===== config.mk =====
export PLATFORM = sky130hd
export DESIGN_NAME = wiper_tap_top
export DESIGN_NICKNAME = d
export VERILOG_FILES = /design/src/rtl/wiper_pkg.sv /design/src/rtl/wiper_ctrl.sv /design/src/rtl/wiper_dpath.sv /design/src/rtl/wiper_tap_top.sv
export SDC_FILE = /design/constraint.sdc
export NUM_CORES = 1
export LEC_CHECK = 0
export BUFFER_PORTS_ARGS = -buffer_cell sky130_fd_sc_hd__buf_2
export CAP_MARGIN = 15
export CORE_UTILIZATION = 45
export DETAILED_ROUTE_END_ITERATION = 6
export PLACE_DENSITY = 0.75
export SYNTH_ARGS = -nofsm -noshare
export SYNTH_HDL_FRONTEND = slang
export SYNTH_SLANG_ARGS = --single-unit

===== constraint.sdc =====
create_clock -name clk -period 2.5 [get_ports clk]
set_clock_uncertainty 0.2 [all_clocks]
set_input_delay 0.5 -clock clk [delete_from_list [all_inputs] [get_ports clk]]
set_output_delay 0.5 -clock clk [all_outputs]
set_load 0.03 [all_outputs]

===== src/rtl/wiper_pkg.sv =====
package wiper_pkg;
  localparam int WIPER_W = 6;

  // Update strobes from control to datapath; at most one is high.
  typedef struct packed {
    logic loadRecall;
    logic loadPar;
    logic loadSer;
    logic stepInc;
    logic stepDec;
  } wiperStb_t;
endpackage


===== src/rtl/wiper_ctrl.sv =====
module wiper_ctrl
  import wiper_pkg::*;
(
  input  logic      recallEn,
  input  logic      parEn,
  input  logic      serEn,
  input  logic      stepEn,
  input  logic      stepUp,
  output wiperStb_t stb
);
  always_comb begin
    stb = '0;
    if (recallEn)      stb.loadRecall = 1'b1;
    else if (parEn)    stb.loadPar    = 1'b1;
    else if (serEn)    stb.loadSer    = 1'b1;
    else if (stepEn) begin
      if (stepUp)      stb.stepInc    = 1'b1;
      else             stb.stepDec    = 1'b1;
    end
  end
endmodule


===== src/rtl/wiper_dpath.sv =====
module wiper_dpath
  import wiper_pkg::*;
#(
  parameter int WIDTH = WIPER_W,
  localparam int TAPS = 1 << WIDTH
) (
  input  logic             clk,
  input  logic             rstN,
  input  wiperStb_t        stb,
  input  logic [WIDTH-1:0] recallData,
  input  logic [WIDTH-1:0] parData,
  input  logic [WIDTH-1:0] serData,
  output logic [WIDTH-1:0] wiperPos,
  output logic [TAPS-1:0]  tapSel
);
  localparam logic [WIDTH-1:0] TOP_CODE = {WIDTH{1'b1}};
  localparam logic [WIDTH-1:0] BOT_CODE = '0;

  logic [WIDTH-1:0] posQ, posNext;
  logic [TAPS-1:0]  tapQ, tapNext;

  always_comb begin
    posNext = posQ;
    if (stb.loadRecall)   posNext = recallData;
    else if (stb.loadPar) posNext = parData;
    else if (stb.loadSer) posNext = serData;
    else if (stb.stepInc && (posQ != TOP_CODE)) posNext = posQ + 1'b1;
    else if (stb.stepDec && (posQ != BOT_CODE)) posNext = posQ - 1'b1;
  end

  // Decode the next code so the tap register moves on the same edge.
  for (genvar g = 0; g < TAPS; g++) begin : g_tapDec
    assign tapNext[g] = (posNext == WIDTH'(g));
  end

  always_ff @(posedge clk or negedge rstN) begin
    if (!rstN) begin
      posQ <= BOT_CODE;
      tapQ <= TAPS'(1);
    end else begin
      posQ <= posNext;
      tapQ <= tapNext;
    end
  end

  assign wiperPos = posQ;
  assign tapSel   = tapQ;
endmodule


===== src/rtl/wiper_tap_top.sv =====
module wiper_tap_top
  import wiper_pkg::*;
#(
  parameter int WIDTH = WIPER_W,
  localparam int TAPS = 1 << WIDTH
) (
  input  logic             clk,
  input  logic             rstN,
  input  logic             recallEn,
  input  logic [WIDTH-1:0] recallData,
  input  logic             parEn,
  input  logic [WIDTH-1:0] parData,
  input  logic             serEn,
  input  logic [WIDTH-1:0] serData,
  input  logic             stepEn,
  input  logic             stepUp,
  output logic [WIDTH-1:0] wiperPos,
  output logic [TAPS-1:0]  tapSel
);
  wiperStb_t ctrlStb;

  wiper_ctrl ctrl_i (
    .recallEn (recallEn),
    .parEn    (parEn),
    .serEn    (serEn),
    .stepEn   (stepEn),
    .stepUp   (stepUp),
    .stb      (ctrlStb)
  );

  wiper_dpath #(.WIDTH(WIDTH)) dpath_i (
    .clk        (clk),
    .rstN       (rstN),
    .stb        (ctrlStb),
    .recallData (recallData),
    .parData    (parData),
    .serData    (serData),
    .wiperPos   (wiperPos),
    .tapSel     (tapSel)
  );
endmodule


==> flow_metrics.py <==
metrics = {
    "yosys": {
        "synth_area_per_cell_um2": 11.4,
        "synth_xor_area_frac": 0,
        "synth_edf_count": 0,
        "synth_top_family_by_area": "simple AND/OR/NAND/NOR gates",
        "async_flop_share": 1.00,
        "netlist_area_mm2": 0.00292,
        "muxShareOfSynthArea": 0.00900,
        "yosysTopAreaCellShare": 0.591,
        "synth_fa_ha_area_frac": 0.0129,
        "synthTopCellsByArea": "dfrtp_1, nor3_1, nor3_2",
        "ys_ff_latch": 70,
        "yosysUniqueCellTypes": 45,
        "synth-compound-area-share": 0.0857,
        "synthCells": 256,
        "synth_nets": 284,
        "seq_area_frac_synth": 0.600,
        "yosysTopAreaCell": "dfrtp_1",
        "yosys.area_share.simple": 0.238,
        "synthFlopType": "dfrtp_1",
        "ys_warn_count": 0,
    },
    "die": {
        "core_area_mm2": 0.00610,
        "die_area_mm2": 0.00682,
        "start_util": 0.479,
        "die_w_um": 82.6,
        "num_rows": 28,
        "die_y_um": 82.6,
        "io_pins": 95,
    },
    "layout": {
        "areaGrowthSynthToFinish_pct": 53.1,
        "fin_util": 0.734,
        "design_area_mm2": 0.00447,
        "antennaDiodeCount": 0,
        "drive_gt1_frac": 0.629,
        "final_nets": 422,
    },
    "route": {
        "dr.pass1.iters": 4,
        "vias_per_cell": 5.26,
        "drc": 0,
        "drt_iter0_markers": 82,
        "via_count": 2495,
        "wl_um": 7720,
        "ant_nets": 0,
        "post_drt_wl_per_cell_um": 16.3,
    },
    "clocking": {
        "clkLatencyLatePin_ps": 330,
        "clock-root-buffer": "clkbuf_8",
        "cts_tree": "yes",
        "cts_buffers": 9,
        "path_clk_slew_ps": 70,
        "htreeDepth": 3,
        "clock_path_buffers": 2,
        "clock_sinks": 70,
        "hold_buffers": 0,
    },
    "timing": {
        "drv_slew": 0,
        "rsz0062_at_grt": "true",
        "relSlewSlack": 0.557,
        "worst_slew_pin_slew_ps": 665,
        "final-setup-viol-count": 50,
        "hold_violations": 3,
        "fin_ws_ps": -59.9,
        "fin_crit_sh": 1.02,
        "hold_ws_ps": -8.45,
        "max_freq_ghz": 0.391,
        "finalCriticalPeriod_ps": 2560,
    },
    "place": {
        "place_congestion": 0.903,
        "portBuffers": 94,
        "dpl_cell_area_mm2": 0.00389,
        "hpwl_um": 5120,
    },
    "global_route": {
        "antenna_found_initial": 0,
        "grt_pass1_vias": 2472,
        "grt_pass1_wl_um": 11800,
        "overflow": 0,
        "grtUsageTotal": 0.235,
        "grt_start_max_net_pins": 32,
    },
    "critical_path": {
        "critPathTopFamily": "simple AND/OR/NAND/NOR gates",
        "max_stage_delay_ps": 440,
        "reg2reg_slack_ps": -60,
        "crit_arrival_ps": 2580,
        "path_cells": "buf_6 -> or4_4 -> a211o_1 -> o2bb2ai_2 -> mux2_4 -> and2_4 -> inv_8 -> nor3_1",
        "endpoint_kind": "flip-flop",
        "crit_buf_inv": 2,
        "start_kind": "flip-flop",
        "worstSetupPathType": "reg2reg",
        "required_ps": 2520,
        "worst_path_max_delay_cell": "dfrtp_2",
        "worstPathMaxFanout": 25,
    },
    "run_status": {
        "violations": "negative hold slack, negative setup slack",
        "status": "complete, but fails checks",
    },
    "pwr": {
        "power.density_mw_per_mm2": 611,
        "p_leak_nw": 2.22,
        "finalPower_mw": 2.73,
        "peakVddDrop_v": 0.000474,
    },
    "min_path": {
        "worstHoldPathType": "in2async",
    },
    "job": {
        "drv_cap": 0,
    },
}
synth_stat cells (2+ instances only):
master / instances
dfrtp_1: 69
nor3_1: 35
nor2_1: 20
nor3_2: 17
inv_1: 10
nand2_1: 9
o21ai_0: 7
buf_2: 6
clkbuf_1: 6
a21oi_1: 5
nand3_1: 5
or3_1: 5
a211o_1: 4
inv_2: 4
nand4_1: 4
a221o_1: 3
and3_1: 3
buf_6: 3
ha_1: 3
nand2b_1: 3
nor2b_1: 3
nor3b_1: 3
a211oi_1: 2
a221oi_1: 2
and2_1: 2
and4_1: 2
buf_4: 2
or4_1: 2
power by group:
part           leakage, nW  internal (mW)  switching [mW]  total [mW]
registers            0.953           1.17          0.0237        1.19
clock network       0.0964          0.459           0.413       0.872
logic                 1.17          0.261           0.409       0.670
total                 2.22           1.89           0.846        2.73
cell families (layout without fill, tap and decap cells):
logic type / count (synthesis) / after routing
multiplexers: 2 / 2
buffers and inverters: 32 / 175
adder cells (fa/ha/maj): 3 / 3
flip-flops: 70 / 70
AO/OA/AOI/OAI: 32 / 32
AND/OR/NAND/NOR: 117 / 117
flip-flops by register name, summed over array words and instances (netlist names):
register          flops
dpath_i.tapSel       64
dpath_i.wiperPos      6
per-stage QoR:
step	hold WS, ps	setup TNS, ps	std cells	setup WS [ps]
after floorplan	4.41	-9550	256	-212
after global placement	355	-16490	455	-303
after detailed placement	369	-18360	455	-374
after CTS	4.62	-275	471	-38.1
after global routing	39.0	-6510	474	-141
final	-8.45	-1510	474	-59.9
cells in the final DEF (no fill, tap or decap), drive strengths merged, types with 2 or more instances in the layout:
cell type,instances
a211o,4
nor3b,3
nand3,5
nor2b,3
buf,143
nor2,20
nand2b,3
or4,2
nand4,4
mux2,2
nor3,52
a221o,3
or3,5
inv,15
clkbuf,12
clkinv,3
o21ai,7
dfrtp,69
and2,2
ha,3
nand2,9
and3,3
a211oi,2
a221oi,2
and4,2
a21oi,5
per-layer routing:
layer  vias up  track usage  wire [um]
met3        18       0.0418        297
met1      1223        0.291       3150
met4         0        0.107        181
met2        76        0.400       4100
met5         -            0          0
li1       1178            -          -
final cells by class:
class | instances | area, um2
fillers | 425 | 1620
flip-flops and latches | 70 | 1760
repair buffers | 145 | 981
well taps | 75 | 93.8
clock buffers | 10 | 128
inverters | 14 | 67.6
multi-input cells | 154 | 1390
clock inverters | 6 | 61.3
worst paths after layout:
| kind | start | end | cells past startpoint |
|---|---|---|---|
| worst max-delay path | dpath_i.wiperPos[0] | dpath_i.tapSel[15] | 8 |
| worst min-delay path | rstN | dpath_i.tapSel[21] | 1 |
| worst max register to register | dpath_i.wiperPos[0] | dpath_i.tapSel[15] | 8 |
| worst min register to register | dpath_i.wiperPos[1] | dpath_i.wiperPos[1] | 5 |
| max in group asynchronous | rstN | dpath_i.tapSel[0] | 2 |
| min in group clk | recallData[0] | dpath_i.wiperPos[0] | 3 |
what timing repair did:
item	4_1_cts	5_1_grt
setup buffers	1	1
gates cloned	0	2
setup endpoints to repair	65	65
pin swaps	21	15
gates resized for setup	35	40
(Power assumes the default switching activity.)
